==> config.mk <==
export PLATFORM = sky130hd
export DESIGN_NAME = jump_resolver
export DESIGN_NICKNAME = d
export VERILOG_FILES = /design/src/rtl/jr_pkg.sv /design/src/rtl/jr_decode.sv /design/src/rtl/jr_cmp.sv /design/src/rtl/jr_target.sv /design/src/rtl/jump_resolver.sv
export SDC_FILE = /design/constraint.sdc
export NUM_CORES = 1
export LEC_CHECK = 0
export ABC_AREA = 1
export BUFFER_PORTS_ARGS = -buffer_cell sky130_fd_sc_hd__buf_2
export CAP_MARGIN = 20
export CORE_UTILIZATION = 57
export DETAILED_ROUTE_END_ITERATION = 8
export GPL_TIMING_DRIVEN = 1
export PLACE_DENSITY = 0.95
export SETUP_SLACK_MARGIN = 0.05
export SLEW_MARGIN = 0
export SYNTH_ARGS = -nofsm -noshare
export SYNTH_HDL_FRONTEND = slang
export SYNTH_SLANG_ARGS = --single-unit
==> constraint.sdc <==
create_clock -name clk -period 6 [get_ports clk]
set_input_delay 0.6 -clock clk [delete_from_list [all_inputs] [get_ports clk]]
set_output_delay 0.6 -clock clk [all_outputs]
set_load 0.02 [all_outputs]
==> src/rtl/jr_pkg.sv <==
package jr_pkg;

  typedef enum logic [3:0] {
    OP_JA   = 4'h0, OP_JEQ  = 4'h1, OP_JGT  = 4'h2, OP_JGE  = 4'h3,
    OP_JSET = 4'h4, OP_JNE  = 4'h5, OP_JSGT = 4'h6, OP_JSGE = 4'h7,
    OP_CALL = 4'h8, OP_EXIT = 4'h9, OP_JLT  = 4'ha, OP_JLE  = 4'hb,
    OP_JSLT = 4'hc, OP_JSLE = 4'hd, OP_RSVE = 4'he, OP_RSVF = 4'hf
  } jop_e;

  localparam logic [2:0] CLS_WIDE   = 3'b101;
  localparam logic [2:0] CLS_NARROW = 3'b110;

  // what the decoder asks the datapath to do
  typedef enum logic [2:0] {
    ACT_NONE, ACT_COND, ACT_JMP_OFF, ACT_JMP_IMM,
    ACT_CALL, ACT_EXIT, ACT_ILLEGAL
  } act_e;

  typedef struct packed {
    logic eq;   // a == b
    logic ult;  // a < b, unsigned
    logic slt;  // a < b, signed
    logic nz;   // (a & b) != 0
  } cmpf_t;

  function automatic logic cond_hit(input jop_e op, input cmpf_t f);
    logic r;
    case (op)
      OP_JEQ:  r = f.eq;
      OP_JNE:  r = !f.eq;
      OP_JSET: r = f.nz;
      OP_JGT:  r = !f.ult && !f.eq;
      OP_JGE:  r = !f.ult;
      OP_JLT:  r = f.ult;
      OP_JLE:  r = f.ult || f.eq;
      OP_JSGT: r = !f.slt && !f.eq;
      OP_JSGE: r = !f.slt;
      OP_JSLT: r = f.slt;
      OP_JSLE: r = f.slt || f.eq;
      default: r = 1'b0;
    endcase
    return r;
  endfunction

endpackage

==> src/rtl/jr_decode.sv <==
module jr_decode
  import jr_pkg::*;
#(
  parameter int SRCF_W = 4
) (
  input  logic [7:0]        opcode,
  input  logic [SRCF_W-1:0] srcfld,
  output act_e              act,
  output jop_e              op,
  output logic              narrow,
  output logic              use_reg
);
  logic [2:0] cls;
  logic       is_wide;

  assign cls     = opcode[2:0];
  assign op      = jop_e'(opcode[7:4]);
  assign use_reg = opcode[3];
  assign is_wide = (cls == CLS_WIDE);
  assign narrow  = (cls == CLS_NARROW);

  always_comb begin
    act = ACT_NONE;
    if (is_wide || narrow) begin
      case (op)
        OP_JA: begin
          if (is_wide)                                act = ACT_JMP_OFF;
          else if (srcfld == SRCF_W'(1))              act = ACT_JMP_IMM;
          else                                        act = ACT_ILLEGAL;
        end
        OP_CALL:          act = is_wide ? ACT_CALL : ACT_ILLEGAL;
        OP_EXIT:          act = is_wide ? ACT_EXIT : ACT_ILLEGAL;
        OP_RSVE, OP_RSVF: act = ACT_ILLEGAL;
        default:          act = ACT_COND;
      endcase
    end
  end
endmodule

==> src/rtl/jr_cmp.sv <==
module jr_cmp
  import jr_pkg::*;
#(
  parameter int W = 64
) (
  input  logic [W-1:0] a,
  input  logic [W-1:0] b,
  output cmpf_t        flags
);
  always_comb begin
    flags.eq  = (a == b);
    flags.ult = (a < b);
    flags.slt = ($signed(a) < $signed(b));
    flags.nz  = |(a & b);
  end
endmodule

==> src/rtl/jr_target.sv <==
module jr_target #(
  parameter int PC_W  = 32,
  parameter int OFF_W = 16,
  parameter int IMM_W = 32
) (
  input  logic [PC_W-1:0]  pc,
  input  logic [OFF_W-1:0] off,
  input  logic [IMM_W-1:0] imm,
  input  logic             sel_imm,
  output logic [PC_W-1:0]  pc_seq,
  output logic [PC_W-1:0]  pc_br
);
  function automatic logic [PC_W-1:0] sx_off(input logic [OFF_W-1:0] v);
    logic [PC_W+OFF_W-1:0] t;
    t = {{PC_W{v[OFF_W-1]}}, v};
    return t[PC_W-1:0];
  endfunction

  function automatic logic [PC_W-1:0] sx_imm(input logic [IMM_W-1:0] v);
    logic [PC_W+IMM_W-1:0] t;
    t = {{PC_W{v[IMM_W-1]}}, v};
    return t[PC_W-1:0];
  endfunction

  logic [PC_W-1:0] disp;

  assign pc_seq = pc + PC_W'(1);
  assign disp   = sel_imm ? sx_imm(imm) : sx_off(off);
  assign pc_br  = pc_seq + disp;
endmodule

==> src/rtl/jump_resolver.sv <==
module jump_resolver
  import jr_pkg::*;
#(
  parameter int DATA_W   = 64,
  parameter int NARROW_W = 32,
  parameter int PC_W     = 32,
  parameter int OFF_W    = 16,
  parameter int IMM_W    = 32,
  parameter int SRCF_W   = 4
) (
  input  logic              clk,
  input  logic              rst_n,
  input  logic              in_valid,
  input  logic [7:0]        in_opcode,
  input  logic [SRCF_W-1:0] in_srcfld,
  input  logic [OFF_W-1:0]  in_off,
  input  logic [IMM_W-1:0]  in_imm,
  input  logic [DATA_W-1:0] in_dst,
  input  logic [DATA_W-1:0] in_src,
  input  logic [PC_W-1:0]   in_pc,
  output logic              out_valid,
  output logic              out_taken,
  output logic [PC_W-1:0]   out_next_pc,
  output logic              out_call,
  output logic              out_exit,
  output logic              out_illegal
);
  localparam int IMM_PAD = DATA_W - IMM_W;

  act_e  dec_act;
  jop_e  dec_op;
  logic  dec_narrow;
  logic  dec_use_reg;

  jr_decode #(.SRCF_W(SRCF_W)) u_dec (
    .opcode (in_opcode),
    .srcfld (in_srcfld),
    .act    (dec_act),
    .op     (dec_op),
    .narrow (dec_narrow),
    .use_reg(dec_use_reg)
  );

  // second operand: register or sign-extended immediate
  logic [DATA_W-1:0] opnd_b;
  assign opnd_b = dec_use_reg ? in_src : {{IMM_PAD{in_imm[IMM_W-1]}}, in_imm};

  cmpf_t flags_wide, flags_narrow, flags_sel;

  jr_cmp #(.W(DATA_W)) u_cmp_wide (
    .a(in_dst), .b(opnd_b), .flags(flags_wide)
  );

  jr_cmp #(.W(NARROW_W)) u_cmp_narrow (
    .a(in_dst[NARROW_W-1:0]), .b(opnd_b[NARROW_W-1:0]), .flags(flags_narrow)
  );

  assign flags_sel = dec_narrow ? flags_narrow : flags_wide;

  // named events for the checker
  logic cond_true;
  logic br_take;
  logic dec_illegal;

  assign cond_true   = cond_hit(dec_op, flags_sel);
  assign dec_illegal = (dec_act == ACT_ILLEGAL);
  assign br_take     = ((dec_act == ACT_COND) && cond_true) ||
                       (dec_act == ACT_JMP_OFF) || (dec_act == ACT_JMP_IMM);

  logic [PC_W-1:0] pc_seq, pc_br;

  jr_target #(.PC_W(PC_W), .OFF_W(OFF_W), .IMM_W(IMM_W)) u_tgt (
    .pc     (in_pc),
    .off    (in_off),
    .imm    (in_imm),
    .sel_imm(dec_act == ACT_JMP_IMM),
    .pc_seq (pc_seq),
    .pc_br  (pc_br)
  );

  always_ff @(posedge clk) begin
    if (!rst_n || !in_valid) begin
      out_valid   <= 1'b0;
      out_taken   <= 1'b0;
      out_next_pc <= '0;
      out_call    <= 1'b0;
      out_exit    <= 1'b0;
      out_illegal <= 1'b0;
    end else begin
      out_valid   <= 1'b1;
      out_taken   <= br_take;
      out_next_pc <= br_take ? pc_br : pc_seq;
      out_call    <= (dec_act == ACT_CALL);
      out_exit    <= (dec_act == ACT_EXIT);
      out_illegal <= dec_illegal;
    end
  end
endmodule

Word level (Yosys, flattened, before mapping)
Cells that the tools add are included.

Add/sub/neg operators: 2. Magnitude comparators: 4. Eq/ne operators: 26. Muxes and demuxes: 12. Bitwise gates (word level): 2. Reduce and logical (&&, ||, !) cells: 18.

Operators by type and width (number): $lt A64 B64 Y1 (2); $and A64 B64 Y64 (1); $eq A64 B64 Y1 (1); $lt A32 B32 Y1 (2); $mux W32 (2); $mux W64 (1); $reduce_or A64 Y1 (1); $add A32 B1 Y32 const B (1); $add A32 B32 Y32 (1); $and A32 B32 Y32 (1); $eq A32 B32 Y1 (1); $eq A4 B4 Y1 const B (8); $reduce_or A32 Y1 (1); $eq A4 B3 Y1 const B (4); $eq A3 B3 Y1 const B (5); $pmux W3 S4 (1); $pmux W1 S11 (1); $mux W3 (3); $eq A4 B1 Y1 const B (2); $eq A4 B2 Y1 const B (2); $eq A3 B2 Y1 const B (2); $logic_or A1 B1 Y1 (6); $logic_not A1 Y1 (5); $logic_not A4 Y1 (1); 6 further kinds (9).

Bits in registers: 37. Input bits: 223. Output and inout port bits: 37. Logic and storage cells: 70.

Depth between registers and ports, before layout
Depth after elaboration: 11. Mapped depth: 30. Gate-level depth less buffers: 29.

Cells and area by module
From an unflattened synthesis, not the netlist that was laid out.

Cells, all modules: 1818. Area, all modules: 10722.8 sq um.

Modules (own cells, without submodules): jr_target (instances 1, cells an instance 750, area each 3854.9 sq um, seq. area each 0.0 sq um); jr_cmp (u_cmp_wide) (instances 1, cells an instance 364, area each 2668.8 sq um, seq. area each 0.0 sq um); jump_resolver (instances 1, cells an instance 471, area each 2635.0 sq um, seq. area each 740.7 sq um); jr_cmp (u_cmp_narrow) (instances 1, cells an instance 188, area each 1353.8 sq um, seq. area each 0.0 sq um); jr_decode (instances 1, cells an instance 45, area each 210.2 sq um, seq. area each 0.0 sq um).

Worst setup path after synthesis
No wires, ideal clock.

Path kind: input -> register. Start: input in_opcode[7]. End: register out_next_pc[22]. Library setup time: 0.113 ns. Arrival time: 3.738 ns. Data required time: 5.887 ns. Setup slack: 2.149 ns. Stages on the path: 25. Buffers on the path: 1. Path through: inv_1 -> nor2_1 -> nand2_1 -> o211ai_1 -> nand2_1 -> inv_2 -> nand2_8 -> clkbuf_1 -> nand2_1 -> o21ai_0 -> ha_1 -> fa_1 -> nand3_1 -> nand3_1 -> a21boi_1 -> o21ai_0 -> a21oi_1 -> o21ai_1 -> a21boi_0 -> o21ai_1 -> xor2_1 -> inv_1 -> nand2_1 -> nand2_1 -> nor2_1.

Cells in the longest elaborated chain, start to end: 9. Elaborated cells between the ends (all ways): 29. Classes of those cells: add/sub: 1; eq/ne: 18; mux: 5; reduce/logical: 5.

RTL lines: start: declaration (RTL line jump_resolver.sv:14) `input logic [7:0] in_opcode,`; branches (longest 8 deep; another with $add A32 B32 Y32); $mux W32 * (RTL line jump_resolver.sv:92) `out_next_pc <= br_take ? pc_br : pc_seq;`; end signal: assignment (RTL line jump_resolver.sv:92); end: declaration (RTL line jump_resolver.sv:23) `output logic [PC_W-1:0] out_next_pc,`.

Every way passes the cells marked *. A chain may end at the register's enable or synchronous reset.

Worst setup path after layout
Start: input in_srcfld[1]. End: register out_next_pc[28].

Cells in the longest elaborated chain, start to end: 10. Elaborated cells between the ends (all ways): 14. Classes of those cells: add/sub: 1; eq/ne: 4; mux: 6; reduce/logical: 3.

RTL lines: start: declaration (RTL line jump_resolver.sv:15) `input logic [SRCF_W-1:0] in_srcfld,`; $eq A4 B1 Y1 * (RTL line jr_decode.sv:28) `else if (srcfld == SRCF_W'(1)) act = ACT_JMP_IMM;`; $mux W3 * (RTL line jr_decode.sv:28); $mux W3 * (RTL line jr_decode.sv:27) `if (is_wide) act = ACT_JMP_OFF;`; $pmux W3 S4 * (RTL line jr_decode.sv:25) `case (op)`; $mux W3 * (RTL line jr_decode.sv:24) `if (is_wide || narrow) begin`; branches (longest 4 deep; another with $add A32 B32 Y32); $mux W32 * (RTL line jump_resolver.sv:92).

Marked as above.

==> results.toml <==
[clocking]
cts_buffers = 5
hold_buffers = 0
cts_tree = "yes"
path_clk_slew_ps = 60
htree_levels = 2
cts_setup_buffers = 0
ctsResizeCount = 0
clock_sinks = 37
cts_buffer_depth = 2
clock-root-buffer = "clkbuf_16"

[timing]
setup_viol = 0
grt_setup_unrepaired = "false"
timing.fmax_mhz = 221
worst_slew_pin_slew_ps = 975
fin_tns_setup_ps = 0
period_needed_ps = 4520
relSlewSlack = 0.348
period_share = 0.753
final-max-slew-violation-count = 0
report.final.hold_viol_count = 0

[final_layout]
area_growth_pct = 20.1
layout_common_cells = "nand2_1, buf_2, inv_1, ha_1, nor2_1"
drive_above_1_share = 0.219
fin_nets = 1884
final_common_cell = "nand2_1"

[synthesis]
synth_cells = 1263
synthFlopType = "dfxtp_1"
synthesis.nets = 1647
ys_ff_latch = 37
yosysWarnings = 0
synth_edf_count = 0
synth_area_leaders = "ha_1, nand2_1, dfxtp_1"
synth_top_area_frac = 0.256
synth_top_area_cell = "ha_1"
avgSynthCellArea_um2 = 6.20
synthArstFlopShare = 0
synth.distinct_cells = 54
netlist_area_mm2 = 0.00783
yosysSeqAreaShare = 0.0946

[power_and_ir_drop]
total_power_w = 0.00128
p_leak_nw = 5.50
p_per_area_mw_per_mm2 = 136
vdd_drop_max_mv = 0.0860

[drt]
drc = 0
drt_wl_total_um = 23900
drtIter0Drc = 628
wl_per_cell_um = 14.2
ant_nets = 0
avgViaCountPerCell = 5.43
drtPass1Iterations = 5
vias = 9105

[setup_path]
required_ps = 6190
cp_slowest_cell = "nor4b_1"
slowest_delay_ps = 550
cp_common_cell = "nand2_1"
path_class = "in -> reg"
worstPathMaxFanout = 54
end_kind = "flop"
cp_data_arrival_time_ps = 4710
startpoint_type = "input port"

[min_path]
min_path_type = "in -> reg"

[global_route]
grt_util_all_layers = 0.333
grt_pass1_vias = 8849
grt_pass1_wl_um = 38800
grt_start_max_net_pins = 67
antenna_found_initial = 1
grt-ovfl-total = 0

[flow_run]
maxCapViolations = 0

[place]
dp_hpwl_um = 20000
numPortBuffers = 259
routabilityCongestion = 1.00

[die]
die_area_mm2 = 0.0142
io_pins = 260
row_count = 42
core_area_mm2 = 0.0133
initial_core_util = 0.589
dieWidth_um = 119
die_y_um = 119

[status]
status = "completed"
-- cells in the mapped netlist (3+ instances only) --
| library cell | number |
|---|---|
| nor3_2 | 3 |
| nand4_1 | 37 |
| o21bai_1 | 3 |
| a21o_1 | 6 |
| inv_1 | 191 |
| nand2_2 | 3 |
| nor4_1 | 11 |
| nand2_1 | 278 |
| a21oi_1 | 96 |
| xor2_1 | 35 |
| xnor2_1 | 14 |
| buf_6 | 5 |
| o21ai_1 | 6 |
| inv_2 | 7 |
| clkbuf_1 | 23 |
| a31oi_1 | 8 |
| ha_1 | 160 |
| or2_2 | 30 |
| buf_2 | 3 |
| o21ai_0 | 68 |
| nor3_1 | 13 |
| nor2_1 | 151 |
| nand3_1 | 32 |
| o21a_1 | 6 |
| dfxtp_1 | 37 |
| nand3b_1 | 3 |
-- flip-flops by register name, indices dropped and copies added (netlist names) --
name         cells
out_call         1
out_exit         1
out_illegal      1
out_next_pc     32
out_taken        1
out_valid        1
-- routing by layer --
metal  global-route usage  wire (µm)  share of wire
met1                0.383       9070           0.38
met2                0.586      11300           0.47
met3               0.0527       2390           0.10
met4                0.179       1170          0.049
met5                    0          0              0
-- area by class of cell --
cell class,count,area [µm²]
multi-input combinational,995,6180
fill,1144,3890
timing repair buffer,262,1320
inverter,199,747
sequential,37,741
tap,176,220
clock buffer,5,125
clock inverter,3,68.8
antenna,1,2.50
-- per-stage QoR --
step / utilization / hold WS (ps) / cell area [µm²] / std cells / setup WS (ps)
after floorplan: - / 799 / 7830 / 1263 / 2150
final: 0.707 / 678 / 9400 / 1678 / 1480
after detailed placement: 0.693 / 973 / 9210 / 1669 / 1310
after global placement: 0.693 / 946 / 9210 / 1669 / 1450
after global routing: 0.707 / 709 / 9400 / 1678 / 1140
after CTS: 0.707 / 677 / 9400 / 1677 / 1590
-- worst max-delay path: cells and delay by family --
kind / cells / cell delay, ps
AO/OA/AOI/OAI: 6 / 1130
adder cells (fa/ha/maj): 1 / 270
buffers and inverters: 6 / 730
AND/OR/NAND/NOR: 12 / 1950
-- logic make-up after synthesis --
| group | after synthesis | share of synthesized area |
|---|---|---|
| buf+inv | 231 | 0.116 |
| simple gates | 577 | 0.330 |
| flops | 37 | 0.0946 |
| compound gates | 207 | 0.144 |
| xor+xnor | 50 | 0.0569 |
| fa+ha+maj | 161 | 0.258 |
-- final timing paths --
path	start	end	cells past startpoint
min	in_pc[0]	out_next_pc[0]	4
max	in_srcfld[1]	out_next_pc[28]	25
-- report_power, final --
group | total (W) | switching, W | internal (W)
combinational | 0.000662 | 0.000402 | 0.000260
sequential | 0.000263 | 0.00000437 | 0.000259
clock | 0.000356 | 0.000116 | 0.000240
total | 0.00128 | 0.000523 | 0.000759
No activity file was read; power rests on OpenSTA's default activity.
